--- src/rtl/wdog_nmi_pkg.sv ---
// Package: shared constants and the per-cycle action type for the watchdog.
// Assumes: the users pass matching widths as parameters.
package wdog_nmi_pkg;

    // Default count width: 64 ticks to overflow.
    localparam int unsigned WD_CNT_W  = 6;
    // Default control data width.
    localparam int unsigned WD_DATA_W = 8;
    // Bit of the control data that requests a clear.
    localparam int unsigned WD_CLR_BIT = 0;

    // What the counter does on the next edge.
    typedef enum logic [1:0] {
        ACT_HOLD  = 2'd0,
        ACT_CLEAR = 2'd1,
        ACT_STEP  = 2'd2,
        ACT_WRAP  = 2'd3
    } wd_act_e;

endpackage : wdog_nmi_pkg

--- src/rtl/wdog_act_decode.sv ---
// Module: wdog_act_decode
// Turns the tick, the control write and the current count into one action.
// Priority: a clear write beats a tick; a tick at the top value becomes a wrap.
// Assumes: tick_en is a single-cycle enable in the clk domain.
module wdog_act_decode
    import wdog_nmi_pkg::*;
#(
    parameter int unsigned CNT_W   = WD_CNT_W,
    parameter int unsigned DATA_W  = WD_DATA_W,
    parameter int unsigned CLR_BIT = WD_CLR_BIT
) (
    input  logic              tick_en,
    input  logic              wd_wr,
    input  logic [DATA_W-1:0] wd_wdata,
    input  logic [CNT_W-1:0]  cnt_cur,
    output wd_act_e           act
);

    localparam logic [CNT_W-1:0] CNT_TOP = {CNT_W{1'b1}};

    logic clr_req;
    logic unused_wdata;

    // Only the clear bit has meaning; the rest of the data is deliberately ignored.
    assign clr_req      = wd_wr & wd_wdata[CLR_BIT];
    assign unused_wdata = ^wd_wdata;

    // Pick the action with the clear write first, then the tick.
    always_comb begin
        if (clr_req) begin
            act = ACT_CLEAR;
        end else if (tick_en) begin
            act = (cnt_cur == CNT_TOP) ? ACT_WRAP : ACT_STEP;
        end else begin
            act = ACT_HOLD;
        end
    end

endmodule : wdog_act_decode

--- src/rtl/wdog_tick_counter.sv ---
// Module: wdog_tick_counter
// Holds the watchdog count and applies the decoded action on each edge.
// Assumes: synchronous active-low reset; a wrap returns to zero and keeps going.
module wdog_tick_counter
    import wdog_nmi_pkg::*;
#(
    parameter int unsigned CNT_W = WD_CNT_W
) (
    input  logic             clk,
    input  logic             rst_n,
    input  wd_act_e          act,
    output logic [CNT_W-1:0] cnt_q
);

    localparam logic [CNT_W-1:0] CNT_ZERO = '0;
    localparam logic [CNT_W-1:0] CNT_ONE  = CNT_W'(1);

    // Count register: reset, clear, step, wrap or hold.
    always_ff @(posedge clk) begin
        if (!rst_n) begin
            cnt_q <= CNT_ZERO;
        end else begin
            unique case (act)
                ACT_CLEAR: cnt_q <= CNT_ZERO;
                ACT_STEP:  cnt_q <= cnt_q + CNT_ONE;
                ACT_WRAP:  cnt_q <= CNT_ZERO;
                default:   cnt_q <= cnt_q;
            endcase
        end
    end

endmodule : wdog_tick_counter

--- src/rtl/wdog_nmi_pulse.sv ---
// Module: wdog_nmi_pulse
// Registers a one-cycle interrupt request on a wrap action.
// Assumes: wraps cannot occur on two adjacent edges because the count restarts at zero.
module wdog_nmi_pulse
    import wdog_nmi_pkg::*;
(
    input  logic    clk,
    input  logic    rst_n,
    input  wd_act_e act,
    output logic    nmi_q
);

    // Request flop: high for exactly the cycle after a wrap.
    always_ff @(posedge clk) begin
        if (!rst_n) begin
            nmi_q <= 1'b0;
        end else begin
            nmi_q <= (act == ACT_WRAP);
        end
    end

endmodule : wdog_nmi_pulse

--- src/rtl/wdog_nmi.sv ---
// Module: wdog_nmi (top)
// Watchdog that counts time-base ticks and pulses an unmaskable interrupt
// request when software does not clear it within 2**CNT_W ticks.
// Assumes: tick_en is a single-cycle enable synchronous to clk.
module wdog_nmi
    import wdog_nmi_pkg::*;
#(
    parameter int unsigned CNT_W   = WD_CNT_W,
    parameter int unsigned DATA_W  = WD_DATA_W,
    parameter int unsigned CLR_BIT = WD_CLR_BIT
) (
    input  logic              clk,
    input  logic              rst_n,
    input  logic              tick_en,
    input  logic              wd_wr,
    input  logic [DATA_W-1:0] wd_wdata,
    output logic              nmi_req,
    output logic [CNT_W-1:0]  count
);

    wd_act_e          act;
    logic [CNT_W-1:0] cnt_q;

    // Decide this cycle's action.
    wdog_act_decode #(
        .CNT_W   (CNT_W),
        .DATA_W  (DATA_W),
        .CLR_BIT (CLR_BIT)
    ) u_decode (
        .tick_en  (tick_en),
        .wd_wr    (wd_wr),
        .wd_wdata (wd_wdata),
        .cnt_cur  (cnt_q),
        .act      (act)
    );

    // Apply it to the count.
    wdog_tick_counter #(
        .CNT_W (CNT_W)
    ) u_counter (
        .clk   (clk),
        .rst_n (rst_n),
        .act   (act),
        .cnt_q (cnt_q)
    );

    // Turn a wrap into the request pulse.
    wdog_nmi_pulse u_pulse (
        .clk   (clk),
        .rst_n (rst_n),
        .act   (act),
        .nmi_q (nmi_req)
    );

    assign count = cnt_q;

endmodule : wdog_nmi

--- config.mk ---
export PLATFORM = sky130hd
export DESIGN_NAME = wdog_nmi
export DESIGN_NICKNAME = d
export VERILOG_FILES = /design/src/rtl/wdog_nmi_pkg.sv /design/src/rtl/wdog_act_decode.sv /design/src/rtl/wdog_tick_counter.sv /design/src/rtl/wdog_nmi_pulse.sv /design/src/rtl/wdog_nmi.sv
export SDC_FILE = /design/constraint.sdc
export NUM_CORES = 1
export LEC_CHECK = 0
export BUFFER_PORTS_ARGS = -buffer_cell sky130_fd_sc_hd__clkbuf_2
export CORE_AREA = 2 2 39 41
export CTS_CLUSTER_SIZE = 14
export DETAILED_ROUTE_END_ITERATION = 10
export DIE_AREA = 0 0 41 43
export HOLD_SLACK_MARGIN = 0.15
export PLACE_DENSITY_LB_ADDON = 0.08
export SKIP_CTS_REPAIR_TIMING = 1
export SLEW_MARGIN = 20
export SYNTH_ARGS = -nofsm -noshare
export SYNTH_HDL_FRONTEND = slang
export SYNTH_SLANG_ARGS = --single-unit
--- constraint.sdc ---
create_clock -name clk -period 1.1 [get_ports clk]
set_input_delay 0.11 -clock clk [delete_from_list [all_inputs] [get_ports clk]]
set_output_delay 0.11 -clock clk [all_outputs]
set_load 0.01 [all_outputs]
# Word level (Yosys, flattened, before mapping)
# Index checks and enable logic that the tools add are counted.
totals:
  regBits: 7
  inputBits: 12
  word_cells: 14
op_classes:
  addsub: 1
  eq_ne: 4
  n_mux: 4
  bitwise: 1
  n_reduce_logical: 2
op_table:
  columns: ["cell", "count"]
  rows:
  - ["$pmux W6 S2", 1]
  - ["$add A6 B1 Y6 const B", 1]
  - ["$eq A6 B6 Y1 const B", 1]
  - ["$eq A2 B2 Y1 const B", 2]
  - ["$mux W2", 2]
  - ["$eq A2 B1 Y1 const B", 1]
  - ["$reduce_bool A2 Y1", 1]
  - ["$reduce_or A2 Y1", 1]
  - ["$and A1 B1 Y1", 1]
  - ["$mux W1", 1]

# Depth between registers and ports, before layout
depth:
  word_depth: 7
  ltp_mapped: 4
  ltp_nobuf: 4

# Cells and area by module
# From an unflattened synthesis, not the netlist that was laid out.
unflattened:
  hier_cells: 34
  area_unflattened_um2: 304.0
modules_own_cells:
  columns: ["module", "n_inst", "cells_per_inst", "area_per_inst_um2"]
  rows:
  - ["wdog_tick_counter", 1, 27, 250.2]
  - ["wdog_act_decode", 1, 5, 27.5]
  - ["wdog_nmi_pulse", 1, 2, 26.3]

# Worst setup path before layout
# OpenSTA, ideal clock, no wires.
synth_path:
  kind: "register to register"
  startpoint: "register u_counter.cnt_q[0]"
  endpoint: "register u_counter.cnt_q[0]"
  arrival_ns: 1.088
  path_slack_ns: -0.108
  path_stages_with_launch: 5
  n_path_buf: 0
  synth_period_minus_slack_ns: 1.208
  path_cell_list: "dfxtp_1 > ha_1 > nand4_1 > o21bai_2 > nor2_1"
synth_between:
  elab_chain_cells: 7
  word_cells_on_any_way: 11
  classes_between: "add/sub: 1; eq/ne: 4; mux: 4; reduce/logical: 2"
synth_lines:
  columns: ["item", "line", "source"]
  rows:
  - ["from (decl)", "wdog_tick_counter.sv:12", "output logic [CNT_W-1:0] cnt_q"]
  - ["from (signal assigned)", "wdog_tick_counter.sv:25", "ACT_STEP: cnt_q <= cnt_q + CNT_ONE;"]
  - ["from (signal assigned)", "wdog_tick_counter.sv:27", "default: cnt_q <= cnt_q;"]
  - ["$eq A6 B6 Y1", "wdog_act_decode.sv:33", "act = (cnt_cur == CNT_TOP) ? ACT_WRAP : ACT_STEP;"]
  - ["$mux W1", "wdog_act_decode.sv:33", null]
  - ["$mux W2", "wdog_act_decode.sv:32", "end else if (tick_en) begin"]
  - ["$mux W2", "wdog_act_decode.sv:30", "if (clr_req) begin"]
  - ["$eq A2 B1 Y1 / $eq A2 B2 Y1 (equally long branches)", "wdog_tick_counter.sv:23", "unique case (act)"]
  - ["$reduce_or A2 Y1 (no line)", null, null]
  - ["$pmux W6 S2 / $reduce_bool A2 Y1 (equally long branches)", null, null]
# Several ways; a longest one is shown, not always the timed one.
# A chain may end at the register's enable or synchronous reset.

# Worst setup path in the final report
layout_path:
  startpoint: "register u_counter.cnt_q[0]"
  endpoint: "register u_counter.cnt_q[4]"
# Same word-level chain as after synthesis.

==> results by group <==
STA
  – Final period utilization: 97.92%
  – Fmax: just over 900 MHz
  – Hold slack: 0.1791 ns
  – Slew Viols, Final: 0
  – Endpoints failing hold: 0
  – Layout Skew: 0.003527 ns
  – Finish-stage setup viols: 0
  – Fin Setup TNS: 0 ns
  – Unrepaired setup endpoints after global routing: true
  – Worst-Margin Slew: 0.2354 ns
  – Post-layout min period: between 1 and 1.5 ns
  – Worst slew margin: 84.29%

Place
  – Placed cell area: ~420 um^2
  – GP Congestion: 0.6277
  – DP HPWL: 528.8 um
  – PortBufs: 11

Clock network
  – H-tree depth: 1
  – Root buf cell: clkbuf_4
  – Clock sinks: 7
  – Clk_lat worst skew: 0.25 ns
  – Clock Tree Buf Depth: 2
  – CTS tree: built
  – TritonCTS Buffers: 3
  – Clk slew on worst S/H paths: 0.05 ns

Synth
  – Seq/Total Area, Yosys: 45.34%
  – Mux contribution to synthesized area: approximately 3.2%
  – Post-Syn Area: 309.0 um^2
  – Synth Area per Inst: 9.969 um^2
  – Synth Area in Adders: 4.049%
  – Synth area leader: dfxtp_1
  – Post-synthesis compound-gate area fraction: 11.34%
  – XOR/XNOR Fraction of Synth Area: 11.34%
  – Ys async rst share: 0%
  – Post-synthesis simple-gate area fraction: between 20% and 30%
  – Netlist cell types: 17
  – Main combinational cell family by area after synthesis: simple AND/OR/NAND/NOR gates
  – Synth top cells by count: 7 x dfxtp_1, 5 x nor2_1, 3 x xor2_1
  – Cells taking the most area after synthesis: dfxtp_1 45%, xor2_1 8.5%, nor2_1 6.1%
  – Synth Instances: 31
  – Top cell type's share of synthesized area: 45.34%
  – Main synth FF type: dfxtp_1
  – Syn nets: 44
  – Synthesis warning total: 0
  – Yosys reg bits: 7
  – EDFF count, synth: 0
  – Leading cell type by number of instances after synthesis: dfxtp_1

Finish
  – Layout fillers: 164
  – Fin area: 470.5 um^2
  – Fin nets: 65
  – Syn-to-layout area delta: 52.23%
  – Final antenna diode count: 0
  – Share of cells above drive strength 1: 54.90%

Route
  – Remaining antenna violation count: 0
  – DR iter-0 viols: 4
  – Vias/cell: 4.164
  – 1st-pass router iterations: 2
  – WL per Instance: 9.448 um
  – Post-Route WL: about 630 um
  – # DRC: 0
  – Via count: 279

Power and ir drop
  – P_leak: 0.2001 nW
  – Maximum vdd drop: 0.0005059 V
  – PwrDens: 1170 nW/um^2

Global routing
  – First-pass GRT wire length: ~1100 um
  – Pin count of the biggest net entering global routing: 7
  – Initial antenna violation count: 0
  – Vias in the first global route: 270
  – Total GRT Usage: under 10%
  – GRT overflow: 0

Floorplan
  – I/O pin count: 19
  – DIE AREA: 1763 um^2
  – Core area: 1384 um^2
  – Effective utilization at floorplan: ~22%
  – Die height: 43 um
  – Die width: slightly above 40 um
  – Row Count: 14

Hold path
  – Hold crit path type: in -> reg

Worst setup path
  – Worst EP arrival: 1.22 ns
  – Req. time, crit path: around 1.2 ns
  – Crit-path max FO: 2
  – Startpoint types: register
  – Worst Setup End Kind: register
  – Critical path class: reg -> reg

Flow run
  – Max Cap Viol: 0

Run status
  – Status: complete, no violations
registers in the layout (all words and copies together) (netlist names):
name             count
u_counter.cnt_q      6
u_pulse.nmi_q        1
power by group:
part / internal [mW] / total (mW) / switching [mW] / leakage [nW]
Combinational: 0.0317 / 0.0573 / 0.0256 / 0.127
Clock: 0.138 / 0.228 / 0.0894 / 0.0150
Sequential: 0.260 / 0.266 / 0.00594 / 0.0583
final cells by class:
class                           instances  area (um^2)  area share (%)
Multi-Input combinational cell         23        170.2           36.17
Sequential cell                         7        146.4           31.12
Timing Repair Buffer                   17        107.6           22.87
Clock buffer                            4        26.28           5.585
Tap cell                               16        20.02           4.255
worst paths after layout:
path	to	depth (start not counted)	slack, ns	startpoint
setup reg to reg	u_counter.cnt_q[4]	5	0.02	u_counter.cnt_q[0]
hold / removal	u_counter.cnt_q[2]	3	0.18	wd_wdata[0]
setup / recovery	u_counter.cnt_q[4]	5	0.02	u_counter.cnt_q[0]
hold reg to reg	u_pulse.nmi_q	2	0.50	u_counter.cnt_q[5]
per-layer routing:
metal  share of wire [%]  global-route usage (%)
met5                   0                       0
met4                 2.4                   6.000
met2                  42                   14.06
met1                  47                   10.42
met3                 7.4                   4.712
critical path: stages (launching register included):
cell and delay (ns):
dfxtp_4 0.36, ha_4 0.13, nand4_1 0.12, buf_4 0.17, xor2_1 0.13, nor2_1 0.05
cells in the final DEF (no fill, tap or decap):
| cell | instances |
|---|---|
| clkbuf_2 | 11 |
| nor2_1 | 5 |
| buf_4 | 4 |
| dfxtp_1 | 4 |
| xor2_1 | 3 |
| clkbuf_4 | 3 |
| nand4_1 | 2 |
| nand2_1 | 2 |
| buf_6 | 2 |
| dfxtp_2 | 2 |
| a21bo_2 | 1 |
| nor3_1 | 1 |
| nand3_2 | 1 |
| nand3_1 | 1 |
| o21ai_0 | 1 |
| or3_1 | 1 |
| o21bai_2 | 1 |
| a21oi_2 | 1 |
| mux2i_1 | 1 |
| xnor2_1 | 1 |
| ha_4 | 1 |
| clkbuf_1 | 1 |
| dfxtp_4 | 1 |
through the flow:
step / power [mW] / cells / utilization, % / setup slack [ns]
floorplan: 0.3004 / 31 / - / 0.01027
global placement: 0.3199 / 63 / 30.56 / 0.01299
detailed placement: 0.3213 / 63 / 30.56 / -0.001952
CTS: 0.5553 / 67 / 32.46 / -0.02946
global route: 0.5904 / 67 / 34.00 / -0.03774
finish: 0.5503 / 67 / 34.00 / 0.02286
cell families (layout without fill, tap and decap cells):
logic type	Yosys count	after routing
compound gates	4	4
xor+xnor	4	4
fa+ha+maj	1	1
buf+inv	1	21
flops	7	7
mux	1	1
simple gates	13	13
(Power assumes the default switching activity.)
